`config.mk`:
```
export PLATFORM = sky130hd
export DESIGN_NAME = gf2_kara_mul
export DESIGN_NICKNAME = d
export VERILOG_FILES = /design/src/rtl/gf2_kara_mul.sv
export SDC_FILE = /design/constraint.sdc
export NUM_CORES = 1
export LEC_CHECK = 0
export BUFFER_PORTS_ARGS = -buffer_cell sky130_fd_sc_hd__buf_2
export CORE_MARGIN = 3
export CORE_UTILIZATION = 65
export DETAILED_ROUTE_END_ITERATION = 16
export PLACE_DENSITY = 0.86
export SYNTH_ARGS = -nofsm -noshare
export SYNTH_HDL_FRONTEND = slang
export SYNTH_SLANG_ARGS = --single-unit
```
`constraint.sdc`:
```
create_clock -name vclk -period 9.6
set_input_delay 0.96 -clock vclk [all_inputs]
set_output_delay 0.96 -clock vclk [all_outputs]
set_load 0.1 [all_outputs]
```
`src/rtl/gf2_kara_mul.sv`:
```
module gf2_kara_mul #(
  parameter int W = 48
) (
  input  logic [W-1:0]   a_in,
  input  logic [W-1:0]   b_in,
  output logic [2*W-2:0] prod
);

  localparam int LEAF = 3;
  localparam int H    = W / 2;

  function automatic bit width_ok(int w);
    int v;
    v = w;
    while (v > LEAF && v % 2 == 0) v = v / 2;
    return v == LEAF;
  endfunction

  localparam bit OK = width_ok(W);

  generate
    if (!OK) begin : g_bad
      $error("gf2_kara_mul: W must be 3 times a power of two");
      assign prod = '0;
    end else if (W == LEAF) begin : g_leaf
      logic [2*W-2:0] acc;
      always_comb begin
        acc = '0;
        for (int i = 0; i < W; i++)
          if (b_in[i]) acc ^= ({{(W-1){1'b0}}, a_in} << i);
      end
      assign prod = acc;
    end else begin : g_split
      logic [2*H-2:0] p_lo, p_hi, p_mid, mid;

      gf2_kara_mul #(.W(H)) u_lo (
        .a_in(a_in[H-1:0]), .b_in(b_in[H-1:0]), .prod(p_lo));
      gf2_kara_mul #(.W(H)) u_hi (
        .a_in(a_in[W-1:H]), .b_in(b_in[W-1:H]), .prod(p_hi));
      gf2_kara_mul #(.W(H)) u_mid (
        .a_in(a_in[H-1:0] ^ a_in[W-1:H]),
        .b_in(b_in[H-1:0] ^ b_in[W-1:H]), .prod(p_mid));

      assign mid  = p_mid ^ p_lo ^ p_hi;
      assign prod = {p_hi, 1'b0, p_lo} ^ {{H{1'b0}}, mid, {H{1'b0}}};
    end
  endgenerate

  always_comb begin

    if (a_in == '0 || b_in == '0)
      zero_operand_chk: assert (prod == '0)
        else $error("zero operand gave nonzero product");

    if (a_in == W'(1))
      unit_operand_chk: assert (prod == {{(W-1){1'b0}}, b_in})
        else $error("unit operand did not pass other operand");

    top_bit_chk: assert (prod[2*W-2] == (a_in[W-1] & b_in[W-1]))
      else $error("top product bit wrong");

    low_bit_chk: assert (prod[0] == (a_in[0] & b_in[0]))
      else $error("lowest product bit wrong");
  end

endmodule

```
; Word-level counts from Yosys, hierarchy flattened
; Index checks and enable logic that the tools add are counted.
; W data, S select, Z words.
[word_totals]
latchBits = 0
romBits = 0
reg_bits = 0
mem_count = 0
mem_bits_rw = 0
input_bits = 96
[op_classes]
n_mux = 243
n_bitwise = 362
eq_ne = 0
n_div = 0
addsub = 0
reduce_logical = 0
multipliers = 0
order_cmp = 0
shift = 0
[ops]
columns = operator, count
row1 = $mux W5, 162
row2 = $xor A5 B5 Y5, 135
row3 = $xor A5 B4 Y5, 63
row4 = $xor A11 B8 Y11, 27
row5 = $mux W3, 81
row6 = $xor A23 B17 Y23, 9
row7 = $xor A11 B11 Y11, 18
row8 = $xor A3 B3 Y3, 54
row9 = $xor A47 B35 Y47, 3
row10 = $xor A23 B23 Y23, 6
row11 = $xor A6 B6 Y6, 18
row12 = $xor A95 B71 Y95, 1
row13 = $xor A47 B47 Y47, 2
row14 = $xor A12 B12 Y12, 6
row15 = $xor A3 B4 Y4, 18
row16 = $xor A24 B24 Y24, 2

; Longest topological paths before layout
; Gate-level depths: netlist of run 1.
[depth]
word_depth = 21
mapped_depth = 12

; Cells and area by module
; Synthesis of run 1 repeated with hierarchy kept, for this count alone.
[hier_totals]
cells_unflattened = 2217
area_unflattened_um2 = 17289.1
[modules_own_cells]
columns = module, cells_per_inst, seq_area_each_um2, n_inst, area_each_um2
row1 = gf2_kara_mul at g_split.u_hi.g_split.u_hi.g_split.u_hi.g_split.u_hi ..., 12, 0.0, 81, 78.8
row2 = gf2_kara_mul at g_split.u_hi.g_split.u_hi.g_split.u_hi ..., 18, 0.0, 27, 157.7
row3 = gf2_kara_mul at g_split.u_hi.g_split.u_hi ..., 39, 0.0, 9, 341.6
row4 = gf2_kara_mul at g_split.u_hi ..., 81, 0.0, 3, 709.4
row5 = gf2_kara_mul, 165, 0.0, 1, 1445.1

; Worst setup path after synthesis of run 1
; No wires, ideal clock.
[synth_path]
path_type = input to output
start = in b_in[1]
end = out prod[43]
slack_ps = 351
n_path_buf = 1
cell_stages = 10
arrival_ps = 8289
cell_sequence = buf_2 > nand2_1 > xor2_2 > xnor2_1 > xnor2_1 > xnor2_1 > xnor2_1 > xnor2_1 > xnor2_1 > xnor2_1
[synth_via]
elab_chain_len = 16
word_cells_on_any_way = 84
classes_between = 24 x mux / 60 x bitwise
[synth_lines]
columns = element, line
row1 = start: declaration, 5  ; input logic [W-1:0] b_in,
row2 = $xor A24 B24 Y24, 42  ; .b_in(b_in[H-1:0] ^ b_in[W-1:H]), .prod(p_mid));
row3 = $xor A12 B12 Y12, 42
row4 = $xor A3 B3 Y3 or $xor A6 B6 Y6 (tied branches), 42
row5 = $mux W5, 30  ; if (b_in[i]) acc ^= ({{(W-1){1'b0}}, a_in} << i);
row6 = $xor A5 B5 Y5, 30
row7 = $mux W5, 30
row8 = $xor A5 B5 Y5 or $xor A11 B8 Y11 (tied branches), "44, 45"
row9 = $xor A5 B5 Y5 or $xor A11 B11 Y11 (tied branches), 44  ; assign mid = p_mid ^ p_lo ^ p_hi;
row10 = $xor A11 B8 Y11 or $xor A11 B11 Y11 (tied branches), "45, 44"
row11 = $xor A23 B17 Y23, 45  ; assign prod = {p_hi, 1'b0, p_lo} ^ {{H{1'b0}}, mid, {H{1'b0}}};
row12 = $xor A23 B23 Y23 (2 in a row), 44
row13 = $xor A47 B35 Y47, 45
row14 = $xor A47 B47 Y47 (*) (2 in a row), 44
row15 = $xor A95 B71 Y95 (*), 45
row16 = end: declaration, 6  ; output logic [2*W-2:0] prod
; Mark *: on every way between the ends. The rest lies on a longest branch, timed or not.

; Worst setup path after layout of run 1
[layout_path]
start = in b_in[11]
end = out prod[48]
[layout_via]
elab_chain_len = 17
word_cells_on_any_way = 76
classes_between = 16 x mux / 60 x bitwise
[layout_lines]
columns = element, line
row1 = $xor A24 B24 Y24, 42
row2 = $xor A12 B12 Y12, 42
row3 = $xor A6 B6 Y6, 42
row4 = $xor A3 B3 Y3, 42
row5 = $mux W5, 30
row6 = $xor A5 B5 Y5 (2 in a row), 44
row7 = $xor A11 B8 Y11, 45
row8 = $xor A11 B11 Y11 (2 in a row), 44
row9 = $xor A23 B17 Y23, 45
row10 = $xor A23 B23 Y23 (2 in a row), 44
row11 = $xor A47 B35 Y47, 45
row12 = $xor A47 B47 Y47 (*) (2 in a row), 44
row13 = $xor A95 B71 Y95 (*), 45
; Marks and branches as above.

==> results.py, run 1 <==
metrics = {
    "min_path": {
        "min_from": "a_in[0]",
        "worstHoldPathCells": 3,
        "hold_path_end": "prod[0]",
        "hold_path_class": "in2out",
    },
    "die": {
        "core_area_um2": 29900,
        "rows": 63,
        "io_pins": 191,
        "die_h_um": 181,
        "die_w_um": 181,
        "start_util_pct": 66.6,
        "floorplan.die_area_um2": 32800,
    },
    "grt": {
        "grt_max_degree": 15,
        "antenna_found_initial": 3,
        "grt_pass1_vias": 18200,
        "grt_overflow": 0,
        "grt_pass1_wl_mm": 120,
        "track_usage_pct": 48.5,
    },
    "routing": {
        "final_antenna_net_count": 0,
        "via_count": 18900,
        "wl_met3_mm": 12.7,
        "drcViolationCount": 0,
        "maxUsedRoutingLayer": "met5",
        "dr_wl_met2_mm": 34.1,
        "drt_iter0_drc": 2718,
        "wl_mm": 83.2,
        "m1WireLength_mm": 30.2,
        "avgRoutedWirePerCell_um": 27.0,
        "drt_pass1_iterations": 6,
        "viasPerCell": 6.15,
    },
    "setup_path": {
        "arrival_ns": 5.69,
        "crit_start": "b_in[11]",
        "cp-start-kind": "primary input",
        "worstSetupPathType": "in2out",
        "path_max_fanout": 13,
        "critical_path.endpoint_type": "primary output",
        "cp.required_ns": 8.64,
    },
    "job": {
        "cap_violations": 0,
    },
    "yosys": {
        "syn_nets": 2682,
        "synthCells": 2586,
        "yosysSeqAreaShare_pct": 0,
        "syn_area_per_cell_um2": 7.70,
        "synthesis.area_um2": 19900,
        "yosysUniqueCellTypes": 48,
        "yosysWarnings": 0,
    },
    "clock_tree": {
        "cts_setup_buffers": 0,
        "cts_hold_buf": 0,
        "cts_resized": 0,
    },
    "timing": {
        "setup_violations": 0,
        "finalHoldViolCount": 0,
        "rsz0062_at_grt": "false",
        "maxClockFrequency_ghz": 0.150,
        "period_minus_slack_ns": 6.65,
        "setup_tns_ns": 0,
        "fin_crit_sh_pct": 69.3,
        "slew_headroom_pct": 12.1,
        "worst_pin_slew_ns": 1.31,
        "slew_viol_final": 0,
    },
    "finish": {
        "nFillCells": 2569,
        "syn2layout_area_growth_pct": 4.41,
        "nClkBuffers": 0,
        "finalNetCount": 2782,
        "seqCellArea_um2": 0,
        "drive_above_1_share_pct": 13.7,
        "numSequentialCells": 0,
    },
    "run_status": {
        "status": "finished, final reports clean",
    },
    "placed_design": {
        "dp.final_hpwl_mm": 68.8,
        "place.gp.congestion": 1.14,
        "io_buffer_count": 191,
    },
}
==> placed cells by master, fill, tap and decap left out, drive strengths merged, types with 3 or more instances in the layout <==
cell type / synthesis / final
nand2: 223 / 223
xor3: 4 / 4
a31oi: 4 / 4
buf: 98 / 198
diode: 0 / 3
xor2: 246 / 246
o21a: 3 / 3
a22oi: 8 / 8
a32oi: 3 / 3
a21oi: 19 / 19
nand2b: 26 / 26
o21ai: 13 / 13
nor2: 556 / 556
nand3b: 8 / 8
nor4bb: 7 / 7
or3b: 3 / 3
a221oi: 6 / 6
inv: 15 / 15
xnor3: 37 / 37
o31ai: 3 / 3
o22ai: 13 / 13
a211oi: 3 / 3
nor2b: 32 / 32
mux2: 25 / 25
xnor2: 1207 / 1207
a21boi: 3 / 3
==> worst max-delay path, cell delays in order <==
cell     delay [ns]
buf_2          0.25
xnor2_2        0.71
nor2_1         0.14
xnor2_1        0.83
xnor2_1        0.19
xnor2_1        0.18
xnor2_1        0.67
xnor3_1        0.46
xnor3_1        0.28
xor2_1         0.30
xnor3_1        0.25
buf_2          0.45
==> metal layers <==
layer / vias up / global-route usage (%)
met5: - / 0
met4: 4 / 26.2
met3: 365 / 15.9
met2: 1537 / 72.6
met1: 8871 / 61.9
li1: 8138 / -
==> cells in the mapped netlist, types with 3 or more instances <==
| cell type | instances | area, um2 |
|---|---|---|
| xnor2_1 | 1075 | 9420 |
| a32oi_1 | 3 | 26.3 |
| a21boi_0 | 3 | 22.5 |
| nor4bb_1 | 7 | 70.1 |
| xor3_1 | 4 | 95.1 |
| a221oi_2 | 3 | 45.0 |
| inv_1 | 15 | 56.3 |
| a22oi_1 | 8 | 60.1 |
| a21oi_1 | 19 | 95.1 |
| xor2_1 | 242 | 2120 |
| o31ai_1 | 3 | 22.5 |
| a211oi_1 | 3 | 22.5 |
| nand2b_1 | 26 | 163 |
| xor2_2 | 4 | 65.1 |
| mux2_2 | 23 | 259 |
| buf_2 | 51 | 255 |
| xnor2_2 | 119 | 1940 |
| o21a_1 | 3 | 22.5 |
| buf_6 | 3 | 33.8 |
| nor2_1 | 556 | 2090 |
| nor2b_1 | 32 | 200 |
| xnor2_4 | 13 | 358 |
| or3b_2 | 3 | 26.3 |
| buf_4 | 44 | 330 |
| o21ai_0 | 13 | 65.1 |
| o22ai_1 | 13 | 81.3 |
| xnor3_1 | 37 | 833 |
| a221oi_1 | 3 | 26.3 |
| nand2_1 | 222 | 833 |
| a31oi_1 | 4 | 25.0 |
| nand3b_1 | 8 | 60.1 |
==> area by class of cell <==
type | instances | area, um2 | area share (%)
diodes | 3 | 7.51 | 0.0361
inverters | 15 | 56.3 | 0.271
multi-input cells | 2471 | 19200 | 92.5
well taps | 390 | 488 | 2.35
repair buffers | 198 | 1010 | 4.85
==> cell families (layout without fill, tap and decap cells) <==
family	after synthesis	in the layout	synth area share [%]
xor+xnor	1494	1494	74.5
simple gates	864	864	17.6
buf+inv	115	213	3.43
compound gates	86	86	2.94
mux	27	27	1.53
other cells	0	3	0
==> worst max-delay path by stage <==
stage                     depth (start not counted)  endpoint  slack, ns
final                                            12  prod[48]       2.95
after global routing                             12  prod[48]       2.84
after CTS                                        12  prod[48]       3.24
after detailed placement                         12  prod[48]       3.26
after global placement                           12  prod[48]       3.29
after floorplan                                  10  prod[43]       0.35
==> per-stage QoR <==
step	worst slack, ns	hold WS (ns)	util, %	instance area [um2]	instances
after detailed placement	3.26	2.62	69.5	20800	3074
final	2.95	2.63	69.5	20800	3077
after CTS	3.24	2.62	69.5	20800	3074
after floorplan	0.351	2.34	-	19900	2586
after global placement	3.29	2.61	69.5	20800	3074
after global routing	2.84	2.62	69.5	20800	3075
==> inputs of run 2 (changes only) <==
- CORE_UTILIZATION: 65 -> 58
- PLACE_DENSITY: 0.86 -> 0.81
- clock period: 9.6 -> 5.7 ns (I/O delays scaled with it)
==> results.py, run 2 (synthesis gave the netlist of run 1 again) <==
metrics = {
    "clock_tree": {
        "cts_resized": 0,
        "cts_setup_buffers": 0,
        "cts_hold_buf": 0,
    },
    "routing": {
        "avgRoutedWirePerCell_um": 26.1,
        "final_antenna_net_count": 0,
        "drcViolationCount": 0,
        "drt_pass1_iterations": 6,
        "wl_met3_mm": 11.2,
        "maxUsedRoutingLayer": "met4",
        "viasPerCell": 5.84,
        "drt_iter0_drc": 2494,
        "m1WireLength_mm": 33.0,
        "wl_mm": 84.7,
        "via_count": 19000,
        "dr_wl_met2_mm": 35.2,
    },
    "placed_design": {
        "io_buffer_count": 191,
        "dp.final_hpwl_mm": 70.8,
        "placed_cells": 3251,
        "place.gp.congestion": 1.10,
        "dpl-instance-area_um2": 22400,
    },
    "finish": {
        "nClkBuffers": 0,
        "drive_above_1_share_pct": 19.1,
        "numSequentialCells": 0,
        "syn2layout_area_growth_pct": 12.4,
        "final_common_cell": "xnor2_1",
        "multi_input_area_um2": 19800,
        "nFillCells": 2943,
        "n_antenna_cell": 0,
        "final_cell_mix": "1036 x xnor2_1, 556 x nor2_1, 238 x xor2_1",
        "fin_cells": 3251,
        "final_area_um2": 22400,
        "finalNetCount": 2901,
        "seqCellArea_um2": 0,
    },
    "die": {
        "core_area_um2": 33700,
        "io_pins": 191,
        "start_util_pct": 59.1,
        "die_h_um": 191,
        "rows": 67,
        "die_w_um": 191,
        "floorplan.die_area_um2": 36600,
    },
    "grt": {
        "track_usage_pct": 44.9,
        "grt_pass1_vias": 17800,
        "grt_overflow": 0,
        "grt_max_degree": 15,
        "antenna_found_initial": 0,
        "grt_pass1_wl_mm": 120,
    },
    "timing": {
        "period_minus_slack_ns": 5.56,
        "rsz0062_at_grt": "false",
        "slew_headroom_pct": 21.6,
        "maxClockFrequency_ghz": 0.180,
        "fin_crit_sh_pct": 97.5,
        "slew_viol_final": 0,
        "setup_tns_ns": 0,
        "whs_ns": 1.80,
        "worst_pin_slew_ns": 1.17,
        "finalHoldViolCount": 0,
        "setup_violations": 0,
    },
    "job": {
        "cap_violations": 0,
    },
    "setup_path": {
        "cp.required_ns": 5.13,
        "arrival_ns": 4.99,
        "critical_path.endpoint_type": "primary output",
        "cp-start-kind": "primary input",
        "path_max_fanout": 11,
        "worstSetupPathType": "in2out",
        "crit_start": "a_in[24]",
    },
    "min_path": {
        "hold_path_end": "prod[0]",
        "hold_path_class": "in2out",
        "min_from": "b_in[0]",
        "worstHoldPathCells": 3,
    },
    "run_status": {
        "status": "finished, final reports clean",
    },
}
## run 2: cell type report
type | count | area share, %
inverters | 15 | 0.252
multi-input cells | 2471 | 88.4
well taps | 448 | 2.51
repair buffers | 317 | 8.84
## run 2: worst max-delay path by stage
stage / to / slack (ns) / cells after the start
floorplan: prod[43] / -0.38 / 10
global route: prod[52] / 0.16 / 12
finish: prod[52] / 0.14 / 12
global placement: prod[52] / 0.34 / 12
CTS: prod[52] / 0.35 / 12
detailed placement: prod[52] / 0.33 / 12
## run 2: routing by layer
layer | global-route usage, % | vias to the layer above
met5 | 0 | -
met2 | 67.0 | 1358
met1 | 60.6 | 9005
met4 | 21.4 | 0
met3 | 10.7 | 230
li1 | - | 8385
## run 2: worst max-delay path: stages
cell and delay, ns:
buf_2 0.40, nand2_1 0.17, xor2_2 0.62, xnor3_1 0.45
xnor2_1 0.38, xnor3_1 0.41, xnor3_1 0.39, xor2_1 0.65
xnor2_1 0.18, xnor2_1 0.19, xnor2_1 0.32, buf_12 0.22
## run 2: stage by stage
step           worst slack [ns]  util [%]
3_3_place_gp              0.343      66.4
2_1_floorplan            -0.376         -
6_report                  0.141      66.4
5_1_grt                   0.160      66.4
3_5_place_dp              0.333      66.4
4_1_cts                   0.345      66.4
Power of run 2 is not shown: default switching activity piles up to over one toggle a cycle in this logic, so the estimate is an artifact.
==> inputs of run 3 (changes only) <==
- BUFFER_PORTS_ARGS: -buffer_cell sky130_fd_sc_hd__buf_2 -> -buffer_cell sky130_fd_sc_hd__buf_4
==> results.py, run 3 (synthesis gave the netlist of run 1 again) <==
metrics = {
    "run_status": {
        "status": "finished, final reports clean",
    },
    "placed_design": {
        "placed_cells": 3238,
        "dp.final_hpwl_mm": 70.4,
        "place.gp.congestion": 1.14,
        "io_buffer_count": 191,
    },
    "setup_path": {
        "worstSetupPathType": "in2out",
        "cp-start-kind": "primary input",
        "arrival_ns": 4.87,
        "cp.required_ns": 5.13,
        "path_max_fanout": 12,
        "crit_start": "a_in[17]",
        "critical_path.endpoint_type": "primary output",
        "endpoint": "prod[47]",
    },
    "grt": {
        "track_usage_pct": 45.0,
        "grt_max_degree": 15,
        "antenna_found_initial": 0,
        "grt_pass1_wl_mm": 121,
        "grt_overflow": 0,
        "grt_pass1_vias": 18100,
    },
    "timing": {
        "worst_pin_slew_ns": 1.26,
        "maxClockFrequency_ghz": 0.184,
        "whs_ns": 1.69,
        "finalHoldViolCount": 0,
        "slew_viol_final": 0,
        "rsz0062_at_grt": "false",
        "period_minus_slack_ns": 5.44,
        "fin_crit_sh_pct": 95.5,
        "slew_headroom_pct": 15.5,
        "setup_violations": 0,
    },
    "die": {
        "core_area_um2": 33700,
        "rows": 67,
        "die_h_um": 191,
        "start_util_pct": 59.1,
        "die_w_um": 191,
        "floorplan.die_area_um2": 36600,
        "io_pins": 191,
    },
    "clock_tree": {
        "cts_hold_buf": 0,
        "cts_setup_buffers": 0,
        "cts_resized": 0,
    },
    "routing": {
        "wl_mm": 84.7,
        "viasPerCell": 5.91,
        "drt_iter0_drc": 2476,
        "final_antenna_net_count": 0,
        "via_count": 19200,
        "avgRoutedWirePerCell_um": 26.2,
        "drcViolationCount": 0,
        "drt_pass1_iterations": 6,
    },
    "finish": {
        "syn2layout_area_growth_pct": 14.0,
        "final_cell_mix": "1036 x xnor2_1, 556 x nor2_1, 304 x buf_4",
        "nClkBuffers": 0,
        "final_common_cell": "xnor2_1",
        "finalNetCount": 2888,
        "fin_cells": 3239,
        "numSequentialCells": 0,
        "seqCellArea_um2": 0,
        "drive_above_1_share_pct": 18.7,
    },
    "job": {
        "cap_violations": 0,
    },
    "min_path": {
        "hold_path_class": "in2out",
    },
}
==> run 3: cell count changes in the layout (fill, tap and decap cells not counted) <==
| cell | delta |
|---|---|
| buf_2 | -186 |
| buf_4 | +178 |
| buf_12 | -5 |
| diode_2 | +1 |
==> run 3: routing by layer <==
| metal | global-route usage [%] | vias up | share of wire [%] |
|---|---|---|---|
| met3 | 14.4 | 303 | 15 |
| li1 | - | 8355 | - |
| met5 | 0 | - | 0 |
| met1 | 59.5 | 8987 | 38 |
| met2 | 64.5 | 1512 | 40 |
| met4 | 24.3 | 0 | 7.1 |
==> run 3: final cells by class <==
cell class	instances	area, um2
Antenna cell	1	2.50
Inverter	15	56.3
Fill cell	2904	11000
Timing Repair Buffer	304	2280
Multi-Input combinational cell	2471	19800
Tap cell	448	561
==> run 3: worst min path at each step <==
| stage | start | endpoint | slack, ns | cells after the start |
|---|---|---|---|---|
| after global placement | b_in[0] | prod[0] | 1.69 | 3 |
| after detailed placement | b_in[0] | prod[0] | 1.68 | 3 |
| after floorplan | b_in[47] | prod[93] | 1.53 | 2 |
| after CTS | b_in[0] | prod[0] | 1.69 | 3 |
| after global routing | b_in[0] | prod[0] | 1.70 | 3 |
| final | b_in[0] | prod[0] | 1.69 | 3 |
==> run 3: stage by stage <==
step	setup WS (ns)	cell area (um2)	utilization (%)	TNS, ns
after floorplan	-0.376	20500	-	-0.380
final	0.259	22700	67.3	0
after detailed placement	0.434	22700	67.3	0
after CTS	0.436	22700	67.3	0
after global routing	0.188	22700	67.3	0
after global placement	0.416	22700	67.3	0
==> run 3: worst max-delay path, stage by stage <==
cell	delay [ns]
buf_4	0.18
xnor2_2	0.99
nor2_1	0.15
xnor2_1	0.19
xnor2_1	0.28
xnor2_1	0.18
xnor2_1	0.12
xnor2_1	0.56
xor2_1	0.26
xnor2_1	0.63
xor3_4	0.47
buf_4	0.25
